--- config.mk ---
export PLATFORM = sky130hd
export DESIGN_NAME = pcm_serial_rx
export DESIGN_NICKNAME = d
export VERILOG_FILES = /design/src/rtl/pcm_rx_pkg.sv /design/src/rtl/psr_edge_capture.sv /design/src/rtl/psr_framer.sv /design/src/rtl/pcm_serial_rx.sv
export SDC_FILE = /design/constraint.sdc
export NUM_CORES = 1
export LEC_CHECK = 0
export ABC_AREA = 0
export ABC_CLOCK_PERIOD_IN_PS = 6400
export BUFFER_PORTS_ARGS = -buffer_cell sky130_fd_sc_hd__buf_2
export CORE_MARGIN = 4
export CORE_UTILIZATION = 55
export DETAILED_ROUTE_END_ITERATION = 8
export PLACE_DENSITY = 0.81
export SLEW_MARGIN = 15
export SYNTH_ARGS = -nofsm -noshare
export SYNTH_HDL_FRONTEND = slang
export SYNTH_SLANG_ARGS = --single-unit
--- constraint.sdc ---
create_clock -name bclk_i -period 6.4 [get_ports bclk_i]
set_clock_uncertainty 0.2 [all_clocks]
set_input_delay 1.28 -clock bclk_i [delete_from_list [all_inputs] [get_ports bclk_i]]
set_output_delay 1.28 -clock bclk_i [all_outputs]
set_load 0.02 [all_outputs]
--- src/rtl/pcm_rx_pkg.sv ---
package pcm_rx_pkg;

    localparam int SAMPLE_W = 18;
    localparam int SHORT_W  = 16;

    typedef enum logic [1:0] {
        FMT_I2S   = 2'd0,
        FMT_LEFT  = 2'd1,
        FMT_RIGHT = 2'd2,
        FMT_PULSE = 2'd3
    } fmt_e;

    // Widen a received word to the output width.
    function automatic logic [SAMPLE_W-1:0] widen(input logic [SAMPLE_W-1:0] raw,
                                                  input logic long_w);
        logic [SAMPLE_W-1:0] r;
        if (long_w) r = raw;
        else        r = {{(SAMPLE_W-SHORT_W){raw[SHORT_W-1]}}, raw[SHORT_W-1:0]};
        return r;
    endfunction

endpackage

--- src/rtl/psr_edge_capture.sv ---
// Captures word clock and data on the falling edge for pulse framing;
// the other framings use the line values at the rising edge directly.
module psr_edge_capture (
    input  logic clk,
    input  logic rst_n,
    input  logic sel_fall,
    input  logic lr_i,
    input  logic sd_i,
    output logic lr_o,
    output logic sd_o
);

    logic lr_fall_q;
    logic sd_fall_q;

    always_ff @(negedge clk or negedge rst_n) begin
        if (!rst_n) begin
            lr_fall_q <= 1'b0;
            sd_fall_q <= 1'b0;
        end else begin
            lr_fall_q <= lr_i;
            sd_fall_q <= sd_i;
        end
    end

    assign lr_o = sel_fall ? lr_fall_q : lr_i;
    assign sd_o = sel_fall ? sd_fall_q : sd_i;

endmodule

--- src/rtl/psr_framer.sv ---
// Tracks slot boundaries, slot channel and bit position within the slot.
module psr_framer
    import pcm_rx_pkg::*;
#(
    parameter int CNT_W = 6
) (
    input  logic             clk,
    input  logic             rst_n,
    input  fmt_e             fmt,
    input  logic             lr,
    output logic             start_o,
    output logic [CNT_W-1:0] cnt_o,
    output logic             ch_o,
    output logic             active_o,
    output logic             prev_ch_o,
    output logic             prev_active_o
);

    localparam logic [CNT_W-1:0] CNT_MAX = {CNT_W{1'b1}};

    typedef struct packed {
        logic             prev_lr;
        logic             seen;
        logic [CNT_W-1:0] cnt;
        logic             next_right;
        logic             ch;
        logic             active;
    } frm_state_t;

    frm_state_t frm_q, frm_d;
    logic       edge_s;
    logic       start_s;
    logic       new_ch;

    always_comb begin
        frm_d         = frm_q;
        frm_d.prev_lr = lr;
        frm_d.seen    = 1'b1;
        edge_s        = frm_q.seen && (lr != frm_q.prev_lr);
        start_s       = (fmt == FMT_PULSE) ? (edge_s && !lr) : edge_s;
        case (fmt)
            FMT_I2S:   new_ch = lr;
            FMT_PULSE: new_ch = frm_q.next_right;
            default:   new_ch = !lr;
        endcase
        if (start_s) begin
            frm_d.cnt    = '0;
            frm_d.ch     = new_ch;
            frm_d.active = 1'b1;
            if (fmt == FMT_PULSE) frm_d.next_right = !frm_q.next_right;
        end else if (frm_q.cnt != CNT_MAX) begin
            frm_d.cnt = frm_q.cnt + 1'b1;
        end
    end

    always_ff @(posedge clk or negedge rst_n) begin
        if (!rst_n) frm_q <= '0;
        else        frm_q <= frm_d;
    end

    assign start_o       = start_s;
    assign cnt_o         = frm_d.cnt;
    assign ch_o          = frm_d.ch;
    assign active_o      = frm_d.active;
    assign prev_ch_o     = frm_q.ch;
    assign prev_active_o = frm_q.active;

endmodule

--- src/rtl/pcm_serial_rx.sv ---
module pcm_serial_rx
    import pcm_rx_pkg::*;
#(
    parameter int CNT_W = 6
) (
    input  logic                bclk_i,
    input  logic                rst_ni,
    input  logic                lrck_i,
    input  logic                sdata_i,
    input  logic [1:0]          fmt_i,
    input  logic                wlen_long_i,
    output logic [SAMPLE_W-1:0] left_o,
    output logic [SAMPLE_W-1:0] right_o,
    output logic                valid_o
);

    localparam logic [CNT_W-1:0] LEN_LONG  = CNT_W'(SAMPLE_W);
    localparam logic [CNT_W-1:0] LEN_SHORT = CNT_W'(SHORT_W);

    typedef struct packed {
        fmt_e                fmt;
        logic                long_w;
        logic                cfg_done;
        logic [SAMPLE_W-1:0] sh;
        logic [SAMPLE_W-1:0] hold_l;
        logic                have_l;
        logic [SAMPLE_W-1:0] out_l;
        logic [SAMPLE_W-1:0] out_r;
        logic                valid;
    } rx_state_t;

    rx_state_t q, d;

    fmt_e             eff_fmt;
    logic             eff_long;
    logic             lr_s, bit_s;
    logic             f_start, f_ch, f_active, f_prev_ch, f_prev_active;
    logic [CNT_W-1:0] f_cnt;
    logic [CNT_W-1:0] delay;
    logic [CNT_W-1:0] n_len;
    logic [CNT_W-1:0] idx;
    logic             commit, commit_right;
    logic [SAMPLE_W-1:0] commit_val;

    // Configuration seen by the datapath: live inputs until captured.
    assign eff_fmt  = q.cfg_done ? q.fmt    : fmt_e'(fmt_i);
    assign eff_long = q.cfg_done ? q.long_w : wlen_long_i;

    psr_edge_capture cap_i (
        .clk      (bclk_i),
        .rst_n    (rst_ni),
        .sel_fall (eff_fmt == FMT_PULSE),
        .lr_i     (lrck_i),
        .sd_i     (sdata_i),
        .lr_o     (lr_s),
        .sd_o     (bit_s)
    );

    psr_framer #(.CNT_W(CNT_W)) frm_i (
        .clk           (bclk_i),
        .rst_n         (rst_ni),
        .fmt           (eff_fmt),
        .lr            (lr_s),
        .start_o       (f_start),
        .cnt_o         (f_cnt),
        .ch_o          (f_ch),
        .active_o      (f_active),
        .prev_ch_o     (f_prev_ch),
        .prev_active_o (f_prev_active)
    );

    assign delay = (eff_fmt == FMT_I2S) ? CNT_W'(1) : '0;
    assign n_len = eff_long ? LEN_LONG : LEN_SHORT;
    assign idx   = f_cnt - delay;

    always_comb begin
        d            = q;
        d.valid      = 1'b0;
        commit       = 1'b0;
        commit_right = 1'b0;
        commit_val   = '0;
        if (!q.cfg_done) begin
            d.fmt      = fmt_e'(fmt_i);
            d.long_w   = wlen_long_i;
            d.cfg_done = 1'b1;
        end
        if (eff_fmt == FMT_RIGHT) begin
            // Word ends at the boundary: keep the newest bits only.
            if (f_start && f_prev_active) begin
                commit       = 1'b1;
                commit_right = f_prev_ch;
                commit_val   = widen(q.sh, eff_long);
            end
            d.sh = {q.sh[SAMPLE_W-2:0], bit_s};
        end else if (f_active && (f_cnt >= delay) && (idx < n_len)) begin
            if (idx == '0) d.sh = {{(SAMPLE_W-1){1'b0}}, bit_s};
            else           d.sh = {q.sh[SAMPLE_W-2:0], bit_s};
            if (idx == n_len - 1'b1) begin
                commit       = 1'b1;
                commit_right = f_ch;
                commit_val   = widen(d.sh, eff_long);
            end
        end
        if (commit) begin
            if (!commit_right) begin
                d.hold_l = commit_val;
                d.have_l = 1'b1;
            end else if (q.have_l) begin
                d.out_l  = q.hold_l;
                d.out_r  = commit_val;
                d.valid  = 1'b1;
                d.have_l = 1'b0;
            end
        end
    end

    always_ff @(posedge bclk_i or negedge rst_ni) begin
        if (!rst_ni) q <= '0;
        else         q <= d;
    end

    logic [1:0] cfg_fmt;
    logic       cfg_long;
    logic       cfg_done;
    assign cfg_fmt  = q.fmt;
    assign cfg_long = q.long_w;
    assign cfg_done = q.cfg_done;

    assign left_o  = q.out_l;
    assign right_o = q.out_r;
    assign valid_o = q.valid;

endmodule

# Yosys cells after proc, flatten, opt, wreduce, memory -nomap -nowiden
# Cells that the tools add are included.
# word_totals
regBits,91
input_bits,7
output_inout_bits,37
# classes
addsub,3
n_lt_le_gt_ge,2
eq_ne,5
muxes,32
bitwise,1
n_reduce_logical,13
# ops
operator,n
18-bit 2-to-1 mux,9
1-bit 2-to-1 mux,17
6-bit 2-to-1 mux,2
"6-bit by 1-bit adder with 6-bit output, second input constant",1
6-bit == test,1
6-bit by 1-bit >= comparator with 1-bit output,1
6-bit logical NOT,1
6-bit by 5-bit less-than comparator with 1-bit output,1
2-bit 2-to-1 mux,3
"6-bit != test, second input constant",1
"5-bit by 1-bit subtractor with 6-bit output, second input constant",1
6-bit by 1-bit subtractor with 6-bit output,1
1-bit logical AND,5
"2-bit == test, second input constant",2
2-bit AND reduction,2
3-bit AND reduction,1
1-bit logical NOT,2
2-bit logical NOT,1
1-bit one-hot mux with 2 select lines,1
2-bit nonzero test,1
1-bit != test,1
1-bit inverter,1

# Longest topological paths before layout
# logic_depth
depth_word,15
ltp_mapped,20
mapped_depth_nobuf,16

# Modules after synthesis
# From an unflattened synthesis, not the netlist that was laid out.
# hier_totals
cells_unflattened,343
hier_area_um2,4345.4
# by_module_without_submodules
module,instances,cells_per_inst,area_per_inst_um2,seq_area_each_um2
pcm_serial_rx,1,289,3731.1,1951.9
psr_framer,1,50,541.8,275.3
psr_edge_capture,1,4,72.6,50.0

==> results_dict.tcl <==
set metrics [dict create \
    detail_route.wirelength.met1_um 3590 \
    finalNonFillerCells 500 \
    postRouteAntennaNets 0 \
    clkTransAtPathRegs_ps 80 \
    synth_cell_types 57 \
    area_growth_syn_to_layout_pct 13.0 \
    placed_cells 478 \
    die-width_um 98.4 \
    maximum_number_of_buffers_from_clock_root_to_sink 2 \
    power_per_cell_area_nw_per_um2 327 \
    floorplan.initialDensity 0.573 \
    power.static_leakage_nw 2.66 \
    setup_crit_path_kind "flip-flop to flip-flop" \
    tightest_slew_ps 834 \
    required_ps 6440 \
    drive_gt1_frac 0.402 \
    route.vias.total 2870 \
    crit_path_max_fanout 11 \
    detailedRoute.firstIterationViolations 162 \
    holdCritPathClass "flip-flop to flip-flop" \
    global_route.overflow_total 0 \
    core.rowCount 32 \
    crit-reg2reg-launch "cap_i.lr_fall_q" \
    cell_count_of_the_worst_reg_to_reg_path 13 \
    wl_met2_um 4390 \
    grt_pass1_vias 2974 \
    accumulated_negative_setup_slack_ps -6870 \
    report.final.setup_viol 54 \
    setup.reg_to_reg.worst_slack_ps -150 \
    yosys_register_bits 90 \
    crit_path_top_delay_cell "sky130_fd_sc_hd__or4_4" \
    gp_routability_congestion 0.860 \
    detail_route.vias_per_cell 5.74 \
    top_cell_by_count_worst_path "sky130_fd_sc_hd__ha_4" \
    cp-start-kind "flip-flop" \
    floorplan.core_area_um2 7850 \
    syn-instance-count 366 \
    timing_hold_violations_final 0 \
    synth.avg_cell_area_um2 12.3 \
    syn_nets 380 \
    place_ws_ps -342 \
    cts_inserted_buffers 9 \
    dieArea_um2 9680 \
    violations_in_the_final_reports "setup timing" \
    io_pins 44 \
    die_h_um 98.4 \
    grt_pass1_wl_um 14800 \
    cts_root_buffer "sky130_fd_sc_hd__clkbuf_8" \
    yosys_warnings 0 \
    maxCapViolCount 0 \
    antenna_found_initial 0 \
    cp.arrival_ps 6590 \
    grt_util_overall 0.191 \
    synth_edf_count 0 \
    antenna_cells_inserted 0 \
    ys_dominant_reg_cell "sky130_fd_sc_hd__dfrtp_1" \
    met3_wirelength_um 439 \
    postSynth.asyncResetShare 1.00 \
    crit_end "left_o[12]" \
    syn_area_um2 4490 \
    drt_wl_total_um 8600 \
    layout_setup_ws_ps -149 \
    detail_route.wl_per_cell_um 17.2 \
    maxSlewViolCount 0 \
    synth.yosys.seq_area_share 0.501 \
    crit_path_start "cap_i.lr_fall_q" \
    max-slew-margin-rel 0.444 \
    r2r-end "left_o[12]" \
    status "finished with violations" \
    worstSkewPairLatency_ps 360 \
    detailed_place_hpwl_um 6030 \
    clock-sinks 90 \
    dr.pass1.iters 4 \
    rsz0062_at_grt "yes" \
    tritoncts "built" \
    dr.max_layer_used "met4" \
    buffer_ports.inserted 43 \
    drcViolationCount 0 \
    timing.critical_path.slowest_cell_delay_ps 450 \
    critical_path.endpoint_type "flip-flop" \
    finalNetCount 408 \
    cts.htree.levels 3 \
    grt_max_degree 70 \
    cp_cell_sequence "mux2i_2 -> a31oi_2 -> nand2_4 -> ha_4 -> ha_4 -> ha_4 -> nor3_4 -> nand2_1 -> or4_4 -> a31oi_4 -> a31oi_4 -> buf_12 -> mux2_4" \
    maximum_ir_drop_on_the_vdd_rail_v 0.000164 \
]
-- power by group --
part / internal (mW) / total, mW / switching [mW] / leakage [nW]
clock network: 0.144 / 0.353 / 0.210 / 0.0798
registers: 0.660 / 0.757 / 0.0968 / 1.20
logic: 0.264 / 0.549 / 0.285 / 1.38
-- metrics by stage --
stage | cell area, µm² | utilization | hold WS [ps] | total power, mW
3_5_place_dp | 4770 | 0.608 | 272 | 1.28
4_1_cts | 5060 | 0.644 | 286 | 1.66
3_3_place_gp | 4770 | 0.608 | 266 | 1.27
5_1_grt | 5080 | 0.647 | 304 | 1.77
2_1_floorplan | 4680 | - | 245 | 1.15
6_report | 5080 | 0.647 | 283 | 1.66
-- cell type report --
type / instances / area (µm²)
inverter: 14 / 52.6
timing repair buffer: 73 / 518
clock buffer: 9 / 124
sequential: 90 / 2250
clock inverter: 6 / 51.3
tap: 102 / 128
multi-input combinational: 206 / 1950
fill: 599 / 2770
-- registers in the layout, indices dropped and copies added, names as in the netlist --
| signal | flops |
|---|---|
| frm_i.prev_ch_o | 1 |
| frm_i.frm_q | 9 |
| cfg_fmt | 2 |
| cap_i.lr_fall_q | 1 |
| frm_i.prev_active_o | 1 |
| valid_o | 1 |
| cap_i.sd_fall_q | 1 |
| q | 37 |
| right_o | 18 |
| cfg_long | 1 |
| left_o | 18 |
-- metal layers --
metal  GRT usage  up-vias
met5           0        -
met3      0.0371       18
met4      0.0714        0
li1            -     1335
met1       0.251     1438
met2       0.316       79
-- timing repair --
action,4_1_cts,5_1_grt
endpoints found under the setup margin,72,73
setup buffers,5,1
endpoints found under the hold margin,0,0
gates cloned,1,0
pin swaps,4,2
hold buffers,0,0
gates resized for setup,6,5
-- Yosys cell counts, types with 3 or more instances --
master,instances,share of area
sky130_fd_sc_hd__nand2_1,18,0.015
sky130_fd_sc_hd__a211o_1,3,0.0058
sky130_fd_sc_hd__dfrtp_1,88,0.49
sky130_fd_sc_hd__ha_1,7,0.019
sky130_fd_sc_hd__a211oi_1,3,0.0050
sky130_fd_sc_hd__a21oi_1,9,0.010
sky130_fd_sc_hd__a22o_1,34,0.066
sky130_fd_sc_hd__and2_1,4,0.0056
sky130_fd_sc_hd__o21ai_0,4,0.0045
sky130_fd_sc_hd__o211ai_1,3,0.0050
sky130_fd_sc_hd__mux2_4,7,0.023
sky130_fd_sc_hd__buf_2,5,0.0056
sky130_fd_sc_hd__mux2_2,18,0.045
sky130_fd_sc_hd__clkbuf_1,5,0.0042
sky130_fd_sc_hd__inv_1,14,0.012
sky130_fd_sc_hd__mux2_1,27,0.068
sky130_fd_sc_hd__nor2_1,13,0.011
sky130_fd_sc_hd__a31oi_1,3,0.0042
sky130_fd_sc_hd__buf_6,5,0.013
sky130_fd_sc_hd__buf_4,39,0.065
sky130_fd_sc_hd__mux2i_1,9,0.020
sky130_fd_sc_hd__nand3_1,4,0.0045
-- worst min-delay path by stage --
stage	from	end	cells past startpoint	slack (ps)
6_report	frm_i.frm_q[2]	frm_i.frm_q[2]	1	280
4_1_cts	frm_i.frm_q[2]	frm_i.frm_q[2]	1	290
3_5_place_dp	frm_i.frm_q[2]	frm_i.frm_q[2]	1	270
5_1_grt	frm_i.frm_q[2]	frm_i.frm_q[2]	1	300
2_1_floorplan	frm_i.frm_q[2]	frm_i.frm_q[2]	1	250
3_3_place_gp	frm_i.frm_q[2]	frm_i.frm_q[2]	1	270
-- placed cells by master, fill, tap and decap left out, drive strengths merged, types with 4 or more instances in the layout --
| master | netlist | routed |
|---|---|---|
| dfrtp | 88 | 88 |
| mux2 | 52 | 52 |
| clkbuf | 5 | 10 |
| inv | 14 | 16 |
| a21oi | 10 | 10 |
| a22o | 34 | 34 |
| nand3 | 5 | 5 |
| and2 | 4 | 4 |
| mux2i | 9 | 9 |
| ha | 7 | 7 |
| a31oi | 5 | 5 |
| buf | 51 | 72 |
| nor2 | 13 | 13 |
| nand2 | 19 | 19 |
| o21ai | 4 | 4 |
-- logic make-up after synthesis --
| family | synth area share |
|---|---|
| flip-flops | 0.501 |
| AO/OA/AOI/OAI | 0.141 |
| buffers and inverters | 0.104 |
| multiplexers | 0.156 |
| AND/OR/NAND/NOR | 0.0707 |
| adder cells (fa/ha/maj) | 0.0195 |
| XOR/XNOR | 0.00585 |
| other | 0.000834 |
-- worst max-delay path: cells and delay by family, from the launching register on --
kind | cells | cell delay, ps
AND/OR/NAND/NOR | 4 | 740
adder cells (fa/ha/maj) | 3 | 660
AO/OA/AOI/OAI | 3 | 650
flip-flops | 1 | 400
multiplexers | 2 | 390
buffers and inverters | 1 | 190
Power figures use the tool's default switching activity.
